### config.mk
export PLATFORM = sky130hd
export DESIGN_NAME = pwm_netcount_acc
export DESIGN_NICKNAME = d
export VERILOG_FILES = /design/src/rtl/pwm_netcount_acc.sv
export SDC_FILE = /design/constraint.sdc
export NUM_CORES = 1
export LEC_CHECK = 0
export BUFFER_PORTS_ARGS = -buffer_cell sky130_fd_sc_hd__buf_4
export CAP_MARGIN = 25
export CORE_MARGIN = 1
export CORE_UTILIZATION = 47
export DETAILED_ROUTE_END_ITERATION = 10
export PLACE_DENSITY = 0.65
export SKIP_CTS_REPAIR_TIMING = 1
export SKIP_LAST_GASP = 1
export SYNTH_ARGS = -nofsm -noshare
export SYNTH_HDL_FRONTEND = slang
export SYNTH_SLANG_ARGS = --single-unit
### constraint.sdc
create_clock -name clk -period 5.9 [get_ports clk]
set_clock_uncertainty 0.2 [all_clocks]
set_input_delay 1.18 -clock clk [delete_from_list [all_inputs] [get_ports clk]]
set_output_delay 1.18 -clock clk [all_outputs]
set_load 0.02 [all_outputs]
### src/rtl/pwm_netcount_acc.sv
module pwm_netcount_acc #(
  parameter int ACC_W = 20,
  parameter int PER_W = 8
) (
  input  logic             clk,
  input  logic             rst_n,
  input  logic             gate_pos_i,
  input  logic             gate_neg_i,
  input  logic             period_start_i,
  input  logic [PER_W-1:0] win_periods_i,
  output logic [ACC_W-1:0] result_o,
  output logic             result_valid_o,
  output logic             overflow_o
);

  localparam logic [ACC_W-1:0] MAXV = {1'b0, {(ACC_W-1){1'b1}}};
  localparam logic [ACC_W-1:0] MINV = {1'b1, {(ACC_W-1){1'b0}}};
  localparam logic [ACC_W:0]   ONE  = {{ACC_W{1'b0}}, 1'b1};
  localparam logic [ACC_W:0]   MONE = {(ACC_W+1){1'b1}};

  logic [1:0] pos_sy, neg_sy, ps_sy;
  logic       pos, neg, ps;
  logic       armed;
  logic [PER_W-1:0] per_cnt;
  logic [PER_W-1:0] n_eff;
  logic [ACC_W-1:0] acc;
  logic [ACC_W:0]   step;
  logic [ACC_W:0]   sum;
  logic             hi_ovf, lo_ovf;
  logic             wend;

  always_ff @(posedge clk or negedge rst_n) begin
    if (!rst_n) begin
      pos_sy <= '0;
      neg_sy <= '0;
      ps_sy  <= '0;
    end else begin
      pos_sy <= {pos_sy[0], gate_pos_i};
      neg_sy <= {neg_sy[0], gate_neg_i};
      ps_sy  <= {ps_sy[0], period_start_i};
    end
  end

  assign pos = pos_sy[1];
  assign neg = neg_sy[1];
  assign ps  = ps_sy[1];

  assign step   = (pos && !neg) ? ONE : ((neg && !pos) ? MONE : '0);
  assign sum    = {acc[ACC_W-1], acc} + step;
  assign hi_ovf = !sum[ACC_W] && sum[ACC_W-1];
  assign lo_ovf = sum[ACC_W] && !sum[ACC_W-1];

  assign n_eff = (win_periods_i == '0) ? {{(PER_W-1){1'b0}}, 1'b1} : win_periods_i;
  assign wend  = ps && armed && (({1'b0, per_cnt} + 1'b1) >= {1'b0, n_eff});

  always_ff @(posedge clk or negedge rst_n) begin
    if (!rst_n) begin
      armed          <= 1'b0;
      per_cnt        <= '0;
      acc            <= '0;
      result_o       <= '0;
      result_valid_o <= 1'b0;
      overflow_o     <= 1'b0;
    end else begin
      result_valid_o <= wend;
      if (ps && !armed) begin
        armed   <= 1'b1;
        per_cnt <= '0;
        acc     <= step[ACC_W-1:0];
      end else if (wend) begin
        per_cnt  <= '0;
        result_o <= acc;
        acc      <= step[ACC_W-1:0];
      end else if (armed) begin
        if (ps) per_cnt <= per_cnt + 1'b1;
        if (hi_ovf) begin
          acc        <= MAXV;
          overflow_o <= 1'b1;
        end else if (lo_ovf) begin
          acc        <= MINV;
          overflow_o <= 1'b1;
        end else begin
          acc <= sum[ACC_W-1:0];
        end
      end
    end
  end

  a_r1_count_up: assert property (@(posedge clk) disable iff (!rst_n)
    (armed && !ps && pos && !neg && acc != MAXV) |=> (acc - $past(acc)) == ONE[ACC_W-1:0]);

  a_r2_count_down: assert property (@(posedge clk) disable iff (!rst_n)
    (armed && !ps && neg && !pos && acc != MINV) |=> ($past(acc) - acc) == ONE[ACC_W-1:0]);

  a_r3_hold: assert property (@(posedge clk) disable iff (!rst_n)
    (!ps && (pos == neg)) |=> $stable(acc));

  a_r5_idle_until_start: assert property (@(posedge clk) disable iff (!rst_n)
    !armed |-> (acc == '0 && !result_valid_o));

  a_r6_result_held: assert property (@(posedge clk) disable iff (!rst_n)
    !result_valid_o |-> $stable(result_o));

  a_r7_sticky: assert property (@(posedge clk) disable iff (!rst_n)
    overflow_o |=> overflow_o);

  a_r9_valid_after_start: assert property (@(posedge clk) disable iff (!rst_n)
    result_valid_o |-> $past(ps));

endmodule

==> results.sh, run 1 <==
export IMPL_status="finished, final reports clean"
export IMPL_fin_ws_ps=903.8
export IMPL_nets=479
export IMPL_synth_ff_type="dfrtp_1"
export IMPL_drv_slew=0
export IMPL_cts_buffer_depth=2
export IMPL_crit_path_max_fanout=15
export IMPL_internal_power_w=0.001391
export IMPL_gr_usage_all_layers_pct=23.41
export IMPL_synth_cells=399
export IMPL_pwr_density_cell_mw_per_mm2=559.1
export IMPL_place_congestion=0.8670
export IMPL_ir_worst_vdd_mv=0.2257
export IMPL_endpoint_kind="flip-flop"
export IMPL_grtUsageMet1_pct=31.48
export IMPL_rows=32
export IMPL_worstSetupStartpointType="flip-flop"
export IMPL_grt_overflow_total=0
export IMPL_ioPinCount=35
export IMPL_cap_violations=0
export IMPL_avgSynthCellArea_um2=9.668
export IMPL_ys_seq_area_share_pct=36.98
export IMPL_drive_gt1_share_pct=20.78
export IMPL_initial_core_util_pct=49.15
export IMPL_ant_nets=0
export IMPL_holdWs_ps=151.0
export IMPL_slew_headroom_pct=41.75
export IMPL_wl_per_cell_um=17.09
export IMPL_n_antenna_cell=0
export IMPL_cts_tree="built"
export IMPL_mostFrequentLayoutCell="dfrtp_1"
export IMPL_antenna_found_initial=0
export IMPL_use_met3_pct=5.583
export IMPL_htreeDepth=3
export IMPL_finalSetupViolCount=0
export IMPL_max_freq_mhz=200.2
export IMPL_dp_hpwl_um=6610
export IMPL_fin_crit_ps=4996
export IMPL_rsz0062_at_grt="false"
export IMPL_clkSinkCount=57
export IMPL_top_usage_layer="met2"
export IMPL_cts_clk_slew_worst_paths_ps=70
export IMPL_vias=3169
export IMPL_switching_share_pct=43.32
export IMPL_grt_pass1_wl_um=15420
export IMPL_ys_async_sr_fraction_pct=100.0
export IMPL_seq_power_share_pct=27.4
export IMPL_yosys_register_bits=57
export IMPL_hold_viol=0
export IMPL_worstMarginPinSlew_ps=868.5
export IMPL_die_w_um=92.60
export IMPL_use_met2_pct=36.73
export IMPL_routed_via_density=5.869
export IMPL_fin_setup_tns_ps=0
export IMPL_drt_pass1_iterations=4
export IMPL_worstPathArrival_ps=5010
export IMPL_dieArea_mm2=0.008574
export IMPL_cpPeakStageDelay_ps=590
export IMPL_routed_wl_um=9228
export IMPL_grt_max_degree=58
export IMPL_root_buffer="clkbuf_8"
export IMPL_utilization_pct=55.93
export IMPL_syn_num_nets=445
export IMPL_cp_slowest_cell="ha_1"
export IMPL_regArea_mm2=0.001426
export IMPL_final_cell_mix="dfrtp_1 (57), nor2_1 (38), buf_4 (38)"
export IMPL_combPwrFrac_pct=55.8
export IMPL_drc=0
export IMPL_multi_input_area_mm2=0.002251
export IMPL_synth_cell_types=70
export IMPL_fill_cells=722
export IMPL_ys_warn_count=0
export IMPL_grt_pass1_vias=3067
export IMPL_syn_area_mm2=0.003857
export IMPL_clkLatencyLatePin_ps=340
export IMPL_critPathMostFrequentCell="ha_1"
export IMPL_period_share_pct=84.68
export IMPL_die_height_um=92.60
export IMPL_cp_required_ps=5910
export IMPL_switchingPower_w=0.001063
export IMPL_p_leak_nw=2.060
export IMPL_critPathKind="reg2reg"
export IMPL_clkPwrFrac_pct=16.8
export IMPL_cts_buffers=9
export IMPL_holdCritPathClass="reg2reg"
export IMPL_port_buffers=34
export IMPL_drt_iter0_markers=225
export IMPL_core_mm2=0.007848
export IMPL_pre_cts_ws_ps=1048
export IMPL_area_growth_pct=13.79
export IMPL_crit_path_cell_trace="inv_1, ha_1, buf_4, ha_1, o21ai_0, o21bai_1, nand3_1, a21boi_0, o32ai_1, xor2_1, ha_1, clkinv_1, nand2_1, a31oi_1, o311ai_0, o31ai_1"
export IMPL_synth_edf_count=0
-- cell usage after synthesis, types with 4 or more instances --
cell	count	share of area (%)
mux2_2	21	6.1
nand3_1	13	1.7
a21o_1	6	1.2
o21ai_0	19	2.5
a211o_1	4	0.91
inv_1	20	1.9
nor3_1	9	1.2
nand2_1	28	2.7
o2bb2ai_1	7	1.6
buf_4	4	0.78
a211oi_1	10	1.9
clkbuf_1	5	0.49
a31oi_1	5	0.81
nor2_1	38	3.7
dfrtp_1	57	37
ha_1	32	10
nand4_1	4	0.65
xor2_1	4	0.91
xnor2_1	13	3.0
a21oi_1	28	3.6
-- path summary, 6_finish.rpt --
| kind | start | endpoint | slack (ps) | cells after the start |
|---|---|---|---|---|
| max | pos_sy[1]$_DFF_PN0_ | acc[13]$_DFFE_PN0P_ | 900 | 16 |
| min | neg_sy[0]$_DFF_PN0_ | neg_sy[1]$_DFF_PN0_ | 150 | 0 |
| max reg2reg | pos_sy[1]$_DFF_PN0_ | acc[13]$_DFFE_PN0P_ | 900 | 16 |
| min reg2reg | neg_sy[0]$_DFF_PN0_ | neg_sy[1]$_DFF_PN0_ | 150 | 0 |
| max in group asynchronous | rst_n | per_cnt[4]$_DFFE_PN0P_ | 4310 | 1 |
| min in group asynchronous | rst_n | acc[9]$_DFFE_PN0P_ | 700 | 1 |
-- cells by family after synthesis --
| logic type | Yosys count | share of synthesized area, % |
|---|---|---|
| multiplexers | 23 | 6.649 |
| XOR/XNOR | 17 | 3.860 |
| flip-flops | 57 | 36.98 |
| adder cells (fa/ha/maj) | 33 | 10.90 |
| AO/OA/AOI/OAI | 116 | 21.89 |
| AND/OR/NAND/NOR | 117 | 15.05 |
| buffers and inverters | 36 | 4.671 |
-- cell type report --
| class | count | area share (%) |
|---|---|---|
| multi-input combinational | 306 | 51.28 |
| sequential | 57 | 32.50 |
| timing repair buffer | 38 | 6.499 |
| clock buffer | 11 | 3.221 |
| tap | 102 | 2.908 |
| clock inverter | 5 | 1.796 |
| inverter | 21 | 1.796 |
-- registers in the layout, summed over array words and instances, names as in the netlist --
signal / cells
armed: 1
result_o: 20
per_cnt: 8
overflow_o: 1
result_valid_o: 1
acc: 20
neg_sy: 2
pos_sy: 2
ps_sy: 2
-- worst max-delay path, delay by kind of cell (launching register included) --
family / cells / cell delay [ps]
simple gates: 2 / 320
buf+inv: 3 / 850
compound gates: 7 / 1510
xor+xnor: 1 / 180
flops: 1 / 360
fa+ha+maj: 3 / 1440
-- power groups by stage --
stage | combinational, W | sequential, W | clock [W]
after global placement | 0.00133 | 0.000676 | 0
after detailed placement | 0.00135 | 0.000682 | 0
final | 0.00137 | 0.000672 | 0.000412
after floorplan | 0.000983 | 0.000706 | 0
after CTS | 0.00136 | 0.000675 | 0.000421
after global routing | 0.00152 | 0.000694 | 0.000439
-- per-stage QoR --
stage               instances  instance area [um^2]  total power [W]
floorplan                 399                  3857         0.001690
global placement          524                  4169         0.002005
detailed placement        524                  4169         0.002030
CTS                       540                  4389         0.002458
global route              540                  4389         0.002657
finish                    540                  4389         0.002454
-- per-layer routing --
metal  share of wire, %  up-vias
met5                  0        -
met3                4.7       15
met4                1.7        0
met1                 47     1524
li1                   -     1548
met2                 47       82
Note: power is estimated with default switching activity, not from simulation.
==> run 2, diff against run 1 <==
- PLACE_DENSITY: 0.65 -> 0.68
- clock period: 5.9 -> 4.3 ns (I/O delays scaled with it)
==> results.sh, run 2 (synthesis gave the netlist of run 1 again) <==
export IMPL_status="finished, final reports clean"
export IMPL_die_w_um=92.60
export IMPL_routed_wl_um=9464
export IMPL_nets=505
export IMPL_ant_nets=0
export IMPL_antenna_found_initial=0
export IMPL_area_growth_pct=19.20
export IMPL_critPathMostFrequentCell="inv_1"
export IMPL_crit_path_cell_trace="inv_1, ha_4, inv_1, ha_1, inv_1, fa_1, nand2b_1, a211oi_1, o21ai_1, a21oi_1, or2_2, inv_1, ha_1, a2111oi_0, o311ai_0, a31oi_1"
export IMPL_initial_core_util_pct=49.15
export IMPL_cts_buffers=9
export IMPL_crit_path_max_fanout=8
export IMPL_combPwrFrac_pct=58.1
export IMPL_drt_iter0_markers=199
export IMPL_switchingPower_w=0.001488
export IMPL_cp_slowest_cell="fa_1"
export IMPL_slew_headroom_pct=51.19
export IMPL_switching_share_pct=42.55
export IMPL_clkPwrFrac_pct=15.7
export IMPL_core_mm2=0.007848
export IMPL_holdCritPathClass="reg2reg"
export IMPL_clkLatencyLatePin_ps=360
export IMPL_worstSetupStartpointType="flip-flop"
export IMPL_clkSinkCount=57
export IMPL_ir_worst_vdd_mv=0.3000
export IMPL_ioPinCount=35
export IMPL_worstPathArrival_ps=4100
export IMPL_grt_max_degree=58
export IMPL_drive_gt1_share_pct=25.86
export IMPL_dpl_cell_area_mm2=0.004367
export IMPL_fin_area_mm2=0.004598
export IMPL_die_height_um=92.60
export IMPL_rsz0062_at_grt="false"
export IMPL_cp_required_ps=4380
export IMPL_port_buffers=34
export IMPL_route_met2_wl_um=4370
export IMPL_worstMarginPinSlew_ps=732.2
export IMPL_finalSetupViolCount=0
export IMPL_wl_met1_um=4430
export IMPL_pre_cts_ws_ps=251.4
export IMPL_rows=32
export IMPL_internal_power_w=0.002009
export IMPL_dp_hpwl_um=6822
export IMPL_drc=0
export IMPL_endpoint_kind="flip-flop"
export IMPL_met3_length_um=485
export IMPL_max_freq_mhz=248.8
export IMPL_gr_usage_all_layers_pct=24.28
export IMPL_routed_via_density=5.827
export IMPL_highest_layer="met4"
export IMPL_drt_pass1_iterations=7
export IMPL_cap_violations=0
export IMPL_vias=3298
export IMPL_cpPeakStageDelay_ps=400
export IMPL_final_cell_mix="buf_4 (64), dfrtp_1 (57), nor2_1 (38)"
export IMPL_fin_ws_ps=280.5
export IMPL_wl_per_cell_um=16.72
export IMPL_grt_pass1_wl_um=15980
export IMPL_htreeDepth=3
export IMPL_n_antenna_cell=0
export IMPL_dieArea_mm2=0.008574
export IMPL_cts_buffer_depth=2
export IMPL_grt_overflow_total=0
export IMPL_drv_slew=0
export IMPL_fin_setup_tns_ps=0
export IMPL_place_congestion=0.9462
export IMPL_grt_pass1_vias=3250
export IMPL_pwr_density_cell_mw_per_mm2=760.7
export IMPL_fin_crit_ps=4020
export IMPL_seq_power_share_pct=26.2
export IMPL_cts_tree="built"
export IMPL_largest_registers="acc (20), result_o (20), per_cnt (8)"
export IMPL_period_share_pct=93.48
export IMPL_p_leak_nw=2.178
export IMPL_utilization_pct=58.59
export IMPL_critPathKind="reg2reg"
export IMPL_hold_viol=0
export IMPL_cts_clk_slew_worst_paths_ps=70
export IMPL_total_power_w=0.003498
export IMPL_root_buffer="clkbuf_8"
export IMPL_mostFrequentLayoutCell="buf_4"
run 2: cell types whose count changed in the layout (fill, tap and decap cells not counted), sizes merged:
cell | previous run | this run
buf | 38 | 64
clkbuf | 11 | 12
clkinv | 4 | 2
clkinvlp | 0 | 2
bufinv | 2 | 1
run 2: cell type report:
type	instances	area (um^2)
inverter	21	78.83
clock inverter	4	50.05
multi-input combinational	306	2270
fill	691	3249
timing repair buffer	64	480.5
tap	102	127.6
sequential	57	1426
clock buffer	12	165.2
run 2: stage by stage:
| step | hold WS (ps) | std cells |
|---|---|---|
| floorplan | 131.2 | 399 |
| global placement | 133.1 | 550 |
| detailed placement | 134.7 | 550 |
| CTS | 149.9 | 566 |
| global route | 167.5 | 566 |
| finish | 148.9 | 566 |
run 2: routing by layer:
layer  GRT usage [%]  up-vias
met3           5.993       15
met4           10.55        0
met2           37.90      105
li1                -     1608
met1           31.87     1570
met5               0        -
run 2: power by group through the flow:
stage / sequential [W] / clock [W] / combinational, W
3_3_place_gp: 0.000922 / 0 / 0.00197
5_1_grt: 0.000945 / 0.000585 / 0.00224
6_report: 0.000917 / 0.000549 / 0.00203
2_1_floorplan: 0.000969 / 0 / 0.00135
4_1_cts: 0.000918 / 0.000560 / 0.00201
3_5_place_dp: 0.000928 / 0 / 0.00199
run 2: final timing paths:
check,start,endpoint,depth (start not counted),slack (ps)
worst max-delay path,pos_sy[1]$_DFF_PN0_,acc[11]$_DFFE_PN0P_,16,280
worst min-delay path,pos_sy[0]$_DFF_PN0_,pos_sy[1]$_DFF_PN0_,0,150
worst max register to register,pos_sy[1]$_DFF_PN0_,acc[11]$_DFFE_PN0P_,16,280
worst min register to register,pos_sy[0]$_DFF_PN0_,pos_sy[1]$_DFF_PN0_,0,150
max in group asynchronous,rst_n,per_cnt[0]$_DFFE_PN0P_,1,3050
min in group asynchronous,rst_n,result_o[9]$_DFFE_PN0P_,1,360
run 2: critical path: cells and delay by family (launching register included):
kind,cells,cell delay (ps)
compound gates,6,1610
fa+ha+maj,4,1130
buf+inv,4,280
flops,1,360
simple gates,2,350
